**config.mk**
```make
export PLATFORM = sky130hd
export DESIGN_NAME = serial_frame_tx
export DESIGN_NICKNAME = d
export VERILOG_FILES = /design/src/rtl/sftx_pkg.sv /design/src/rtl/sftx_phase.sv /design/src/rtl/sftx_shift.sv /design/src/rtl/sftx_ctrl.sv /design/src/rtl/serial_frame_tx.sv
export SDC_FILE = /design/constraint.sdc
export NUM_CORES = 1
export LEC_CHECK = 0
export BUFFER_PORTS_ARGS = -buffer_cell sky130_fd_sc_hd__buf_2
export CAP_MARGIN = 20
export CORE_ASPECT_RATIO = 0.5
export CORE_MARGIN = 1.5
export CORE_UTILIZATION = 50
export CTS_CLUSTER_DIAMETER = 80
export DETAILED_ROUTE_END_ITERATION = 8
export PLACE_DENSITY = 0.74
export SETUP_SLACK_MARGIN = 0.02
export SYNTH_ARGS = -nofsm -noshare
export SYNTH_HDL_FRONTEND = slang
export SYNTH_SLANG_ARGS = --single-unit
```
**constraint.sdc**
```tcl
create_clock -name clk -period 1.8 [get_ports clk]
set_input_delay 0.27 -clock clk [delete_from_list [all_inputs] [get_ports clk]]
set_output_delay 0.27 -clock clk [all_outputs]
set_load 0.05 [all_outputs]
```
**src/rtl/sftx_pkg.sv**
```systemverilog
package sftx_pkg;

  typedef enum logic [2:0] {
    ST_IDLE,
    ST_START,
    ST_DATA,
    ST_PAR,
    ST_STOP
  } sftx_state_e;

  typedef struct packed {
    logic [1:0] len;
    logic       par_en;
    logic       par_odd;
    logic [1:0] stop;
  } sftx_cfg_t;

endpackage

```
**src/rtl/sftx_phase.sv**
```systemverilog
// Tick counter within one line slot; wraps when the slot limit is reached.
module sftx_phase #(
  parameter int PW = 5
) (
  input  logic          clk,
  input  logic          rst_n,
  input  logic          tick,
  input  logic          hold,
  input  logic [PW-1:0] limit,
  output logic          wrap
);

  logic [PW-1:0] cnt_q;
  logic [PW-1:0] cnt_d;
  logic          cnt_en;

  always_comb begin
    wrap   = tick && !hold && (cnt_q == limit);
    cnt_en = hold || tick;
    cnt_d  = cnt_q;
    if (hold || wrap) begin
      cnt_d = '0;
    end else if (tick) begin
      cnt_d = cnt_q + 1'b1;
    end
  end

  always_ff @(posedge clk or negedge rst_n) begin
    if (!rst_n) begin
      cnt_q <= '0;
    end else if (cnt_en) begin
      cnt_q <= cnt_d;
    end
  end

endmodule

```
**src/rtl/sftx_shift.sv**
```systemverilog
// Holds the character, shifts it out LSB first, and computes parity at load.
module sftx_shift #(
  parameter int DW = 8
) (
  input  logic          clk,
  input  logic          rst_n,
  input  logic          load_en,
  input  logic [DW-1:0] din,
  input  logic [1:0]    len_code,
  input  logic          par_odd,
  input  logic          shift_en,
  output logic          ser_bit,
  output logic          par_bit
);

  localparam int MINW = DW - 3;

  logic [DW-1:0] keep;
  logic [DW-1:0] sh_q;
  logic [DW-1:0] sh_d;
  logic          par_q;
  logic          par_d;
  logic          sh_en;

  for (genvar i = 0; i < DW; i++) begin : g_keep
    assign keep[i] = (32'(i) < (32'(MINW) + 32'(len_code)));
  end

  always_comb begin
    par_d = (^(din & keep)) ^ par_odd;
    sh_en = load_en || shift_en;
    sh_d  = sh_q;
    if (load_en) begin
      sh_d = din;
    end else if (shift_en) begin
      sh_d = {1'b0, sh_q[DW-1:1]};
    end
  end

  always_ff @(posedge clk or negedge rst_n) begin
    if (!rst_n) begin
      sh_q  <= '0;
      par_q <= 1'b0;
    end else begin
      if (sh_en) begin
        sh_q <= sh_d;
      end
      if (load_en) begin
        par_q <= par_d;
      end
    end
  end

  assign ser_bit = sh_q[0];
  assign par_bit = par_q;

endmodule

```
**src/rtl/sftx_ctrl.sv**
```systemverilog
// Frame sequencer: accept, start, data, parity, stop.
module sftx_ctrl
  import sftx_pkg::*;
#(
  parameter int DW  = 8,
  parameter int OVS = 16,
  parameter int PW  = 5,
  parameter int BW  = 3
) (
  input  logic          clk,
  input  logic          rst_n,
  input  logic          load,
  input  logic          cts,
  input  sftx_cfg_t     cfg_in,
  input  logic          wrap,
  output sftx_state_e   state,
  output logic          accept,
  output logic          shift_en,
  output logic          hold,
  output logic [PW-1:0] limit,
  output logic          busy,
  output logic          ready
);

  localparam logic [PW-1:0] LIM_BIT  = PW'(OVS - 1);
  localparam logic [PW-1:0] LIM_HALF = PW'(OVS + OVS / 2 - 1);
  localparam logic [PW-1:0] LIM_TWO  = PW'(2 * OVS - 1);
  localparam logic [BW-1:0] LAST_MIN = BW'(DW - 4);

  sftx_state_e   state_q;
  sftx_state_e   state_d;
  sftx_cfg_t     cfg_q;
  sftx_cfg_t     cfg_d;
  logic [BW-1:0] bcnt_q;
  logic [BW-1:0] bcnt_d;
  logic [BW-1:0] last_idx;
  logic [PW-1:0] stop_lim;

  always_comb begin
    last_idx = LAST_MIN + BW'(cfg_q.len);
    unique case (cfg_q.stop)
      2'd0:    stop_lim = LIM_BIT;
      2'd1:    stop_lim = LIM_HALF;
      default: stop_lim = LIM_TWO;
    endcase
  end

  always_comb begin
    ready    = (state_q == ST_IDLE) && cts;
    accept   = ready && load;
    hold     = (state_q == ST_IDLE);
    limit    = (state_q == ST_STOP) ? stop_lim : LIM_BIT;
    state_d  = state_q;
    cfg_d    = cfg_q;
    bcnt_d   = bcnt_q;
    shift_en = 1'b0;
    unique case (state_q)
      ST_IDLE: begin
        if (accept) begin
          state_d = ST_START;
          cfg_d   = cfg_in;
        end
      end
      ST_START: begin
        if (wrap) begin
          state_d = ST_DATA;
          bcnt_d  = '0;
        end
      end
      ST_DATA: begin
        if (wrap) begin
          shift_en = 1'b1;
          if (bcnt_q == last_idx) begin
            state_d = cfg_q.par_en ? ST_PAR : ST_STOP;
          end else begin
            bcnt_d = bcnt_q + 1'b1;
          end
        end
      end
      ST_PAR: begin
        if (wrap) begin
          state_d = ST_STOP;
        end
      end
      ST_STOP: begin
        if (wrap) begin
          state_d = ST_IDLE;
        end
      end
      default: state_d = ST_IDLE;
    endcase
  end

  always_ff @(posedge clk or negedge rst_n) begin
    if (!rst_n) begin
      state_q <= ST_IDLE;
      cfg_q   <= '0;
      bcnt_q  <= '0;
    end else begin
      state_q <= state_d;
      if (accept) begin
        cfg_q <= cfg_d;
      end
      if (wrap) begin
        bcnt_q <= bcnt_d;
      end
    end
  end

  assign state = state_q;
  assign busy  = (state_q != ST_IDLE);

endmodule

```
**src/rtl/serial_frame_tx.sv**
```systemverilog
module serial_frame_tx
  import sftx_pkg::*;
#(
  parameter int DATA_W     = 8,
  parameter int OVERSAMPLE = 16
) (
  input  logic              clk,
  input  logic              rst_n,
  input  logic              tick,
  input  logic              load,
  input  logic [DATA_W-1:0] din,
  input  logic [1:0]        cfg_len,
  input  logic              cfg_par_en,
  input  logic              cfg_par_odd,
  input  logic [1:0]        cfg_stop,
  input  logic              cts,
  output logic              ready,
  output logic              busy,
  output logic              txd
);

  localparam int PW = $clog2(2 * OVERSAMPLE);
  localparam int BW = $clog2(DATA_W);

  sftx_cfg_t     cfg_in;
  sftx_state_e   state;
  logic          accept;
  logic          shift_en;
  logic          hold;
  logic          wrap;
  logic [PW-1:0] limit;
  logic          ser_bit;
  logic          par_bit;

  assign cfg_in = '{len: cfg_len, par_en: cfg_par_en, par_odd: cfg_par_odd, stop: cfg_stop};

  sftx_ctrl #(
    .DW  (DATA_W),
    .OVS (OVERSAMPLE),
    .PW  (PW),
    .BW  (BW)
  ) u_ctrl (
    .clk      (clk),
    .rst_n    (rst_n),
    .load     (load),
    .cts      (cts),
    .cfg_in   (cfg_in),
    .wrap     (wrap),
    .state    (state),
    .accept   (accept),
    .shift_en (shift_en),
    .hold     (hold),
    .limit    (limit),
    .busy     (busy),
    .ready    (ready)
  );

  sftx_phase #(
    .PW (PW)
  ) u_phase (
    .clk   (clk),
    .rst_n (rst_n),
    .tick  (tick),
    .hold  (hold),
    .limit (limit),
    .wrap  (wrap)
  );

  sftx_shift #(
    .DW (DATA_W)
  ) u_shift (
    .clk      (clk),
    .rst_n    (rst_n),
    .load_en  (accept),
    .din      (din),
    .len_code (cfg_len),
    .par_odd  (cfg_par_odd),
    .shift_en (shift_en),
    .ser_bit  (ser_bit),
    .par_bit  (par_bit)
  );

  always_comb begin
    unique case (state)
      ST_START: txd = 1'b0;
      ST_DATA:  txd = ser_bit;
      ST_PAR:   txd = par_bit;
      default:  txd = 1'b1;
    endcase
  end

endmodule

```
==> flow_summary.json <==
{
  "grt_pass1_vias": 1123,
  "grt_pass1_wl_mm": 4.98,
  "ys_seq_elements": 25,
  "worst_pin_slew_ps": 554,
  "timing_hold_violations_final": 0,
  "die_h_um": 40.8,
  "synth_nets": 189,
  "wl_met2_mm": 1.37,
  "critPathLaunchType": "flop",
  "maxCapViolations": 0,
  "clkTransAtPathRegs_ps": 90,
  "firstDrtPassIters": 4,
  "via_per_inst": 5.26,
  "critPathKind": "reg2reg",
  "wire_per_inst_um": 12.8,
  "hpwl_mm": 2.29,
  "die_x_um": 78.5,
  "irDropWorstVdd_uv": 544,
  "io_pins": 22,
  "hp-class": "in2reg",
  "syn_area_per_cell_um2": 8.49,
  "dieArea_um2": 3200,
  "layout.nets": 227,
  "core_region_area_um2": 2650,
  "area_growth_pct": 27.2,
  "wl_met1_mm": 1.55,
  "total_power_mw": 1.70,
  "drtAntennaViolNets": 0,
  "clock-root-buffer": "clkbuf_8",
  "gp_congestion": 0.749,
  "fmax_mhz": 550,
  "fin_cells": 242,
  "met3WireLength_um": 118,
  "layout_common_cells": "40 x nand2_1, 25 x dfrtp_1, 19 x buf_2",
  "arrival_ps": 1980,
  "cts_max_path_buffers": 2,
  "layout_commonest_cell": "nand2_1",
  "synthDistinctLibCells": 35,
  "clock-sinks": 25,
  "start_util_pct": 53.8,
  "top_layer_used": "met4",
  "fin_skew_ps": 1.55,
  "antenna_found_initial": 0,
  "diodes": 0,
  "numCtsBuffers": 3,
  "grt_setup_unrepaired": "yes",
  "finalCritPeriodShare_pct": 101,
  "ys.warnings.count": 0,
  "grt_max_degree": 26,
  "vias": 1272,
  "clock_latency_ps": 270,
  "gr-usage-all-layers_pct": 21.2,
  "portBuffers": 21,
  "drt_iter0_markers": 69,
  "cpPeakStageDelay_ps": 400,
  "synthesis.area_um2": 1430,
  "crit_slowest_cell": "or3b_4",
  "tns_ps": -16.7,
  "netlist_instances": 168,
  "outcome": "complete, but fails checks",
  "drc": 0,
  "slew_headroom_pct": 63.1,
  "rows": 13,
  "path_cells": "or3b_4, a211oi_4, o21ai_4, or3_4, a22o_1",
  "p_per_area_nw_per_um2": 939,
  "violations": "setup timing",
  "leakagePower_nw": 0.852,
  "setup_viol_count_final": 1,
  "htreeDepth": 1,
  "finalWirelength_mm": 3.09,
  "grt_overflow": 0,
  "layout_min_cycle_time_ps": 1820,
  "cts_tree": "built",
  "cp_max_fo": 4,
  "dp.cells": 236,
  "maxSlewViolCount": 0,
  "ys_seq_area_share_pct": 43.9,
  "drive_gt1_share_pct": 26.8,
  "endpoint_kind": "flop",
  "worst_ep_required_time_ps": 1970,
  "worst_slack_ps": -16.7
}
[where the power goes]
| group | internal [mW] | switching, mW | total (mW) |
|---|---|---|---|
| Combinational | 0.289 | 0.312 | 0.601 |
| Clock | 0.155 | 0.186 | 0.341 |
| Sequential | 0.677 | 0.0838 | 0.760 |
[metal layers]
metal | track usage, % | up-vias
met5 | 0 | -
met4 | 5.36 | 0
met3 | 5.33 | 7
met2 | 39.0 | 22
met1 | 26.2 | 597
li1 | - | 646
[state kept, by name, summed over array words and instances (netlist names)]
name / cells
u_ctrl.state: 3
u_phase.cnt_q: 5
u_shift.sh_q: 8
u_ctrl.cfg_q: 5
u_ctrl.bcnt_q: 3
u_shift.par_bit: 1
[worst paths after layout]
check	startpoint	end	slack (ps)	cells past startpoint
max	u_ctrl.cfg_q[1]$_DFFE_PN0P_	u_ctrl.bcnt_q[2]$_DFFE_PN0P_	-20	5
min	cfg_stop[0]	u_ctrl.cfg_q[0]$_DFFE_PN0P_	180	3
max reg2reg	u_ctrl.cfg_q[1]$_DFFE_PN0P_	u_ctrl.bcnt_q[2]$_DFFE_PN0P_	-20	5
min reg2reg	u_shift.par_bit$_DFFE_PN0P_	u_shift.par_bit$_DFFE_PN0P_	510	2
max in group asynchronous	rst_n	u_ctrl.state[0]$_DFFE_PN0P_	920	2
min in group asynchronous	rst_n	u_shift.sh_q[3]$_DFFE_PN0P_	510	2
[cell usage after synthesis]
| master | n | area share [%] |
|---|---|---|
| nand2_1 | 41 | 11 |
| o21ai_0 | 5 | 1.8 |
| clkbuf_1 | 4 | 1.1 |
| nor2_2 | 1 | 0.44 |
| xor2_1 | 1 | 0.61 |
| o21ba_2 | 1 | 0.70 |
| and3_1 | 3 | 1.3 |
| buf_6 | 1 | 0.79 |
| a31oi_1 | 9 | 3.9 |
| and2_1 | 1 | 0.44 |
| o21a_1 | 1 | 0.53 |
| or3_4 | 1 | 0.79 |
| a211oi_4 | 1 | 1.4 |
| nor3_1 | 4 | 1.4 |
| nand3b_1 | 1 | 0.53 |
| or3b_1 | 2 | 1.2 |
| a311o_1 | 1 | 0.70 |
| o211a_1 | 1 | 0.70 |
| o22ai_1 | 1 | 0.44 |
| a22o_1 | 1 | 0.61 |
| nand3_1 | 3 | 1.1 |
| a21oi_1 | 12 | 4.2 |
| a32o_1 | 1 | 0.70 |
| mux2i_1 | 2 | 1.4 |
| inv_1 | 8 | 2.1 |
| xnor2_1 | 11 | 6.8 |
| dfrtp_1 | 25 | 44 |
| nor2_1 | 14 | 3.7 |
| buf_2 | 1 | 0.35 |
| ha_1 | 2 | 1.8 |
| o21ai_2 | 1 | 0.61 |
| nand4_1 | 2 | 0.88 |
| o311ai_0 | 1 | 0.61 |
| nor3b_1 | 1 | 0.53 |
| nand2b_1 | 3 | 1.3 |
[final cells by class]
| class | count | area (um2) |
|---|---|---|
| well taps | 37 | 46.3 |
| fillers | 223 | 837 |
| clock buffers | 3 | 41.3 |
| flip-flops and latches | 25 | 626 |
| repair buffers | 39 | 277 |
| inverters | 8 | 30.0 |
| multi-input cells | 129 | 790 |
| clock inverters | 1 | 5.00 |
[critical path, delay by kind of cell, from the launching register on]
kind | cells | cell delay, ps
flops | 1 | 390
simple gates | 2 | 770
compound gates | 3 | 560
[what timing repair did]
action                                  in CTS  in global routing
endpoints found under the setup margin      15                 17
buffers inserted                             1                  0
hold endpoints to repair                     2                  0
gates resized for setup                      4                 10
hold buffers                                 1                  0
pin swaps                                    2                  8
[cell families after synthesis]
logic type / share of synthesized area (%)
compound gates: 16.9
xor+xnor: 7.37
fa+ha+maj: 1.75
buf+inv: 4.30
flops: 43.9
mux: 1.40
simple gates: 24.4
[per-stage QoR]
step           hold WS (ps)  util [%]  setup WS (ps)  cell area [um2]
5_1_grt                 195      68.4          -62.5             1810
3_5_place_dp            296      64.5          -58.9             1710
2_1_floorplan         -25.6         -           -157             1440
4_1_cts                 186      67.5          -47.2             1790
6_report                183      68.4          -16.7             1810
3_3_place_gp            296      64.5          -30.0             1710
Note: power is estimated with default switching activity, not from simulation.
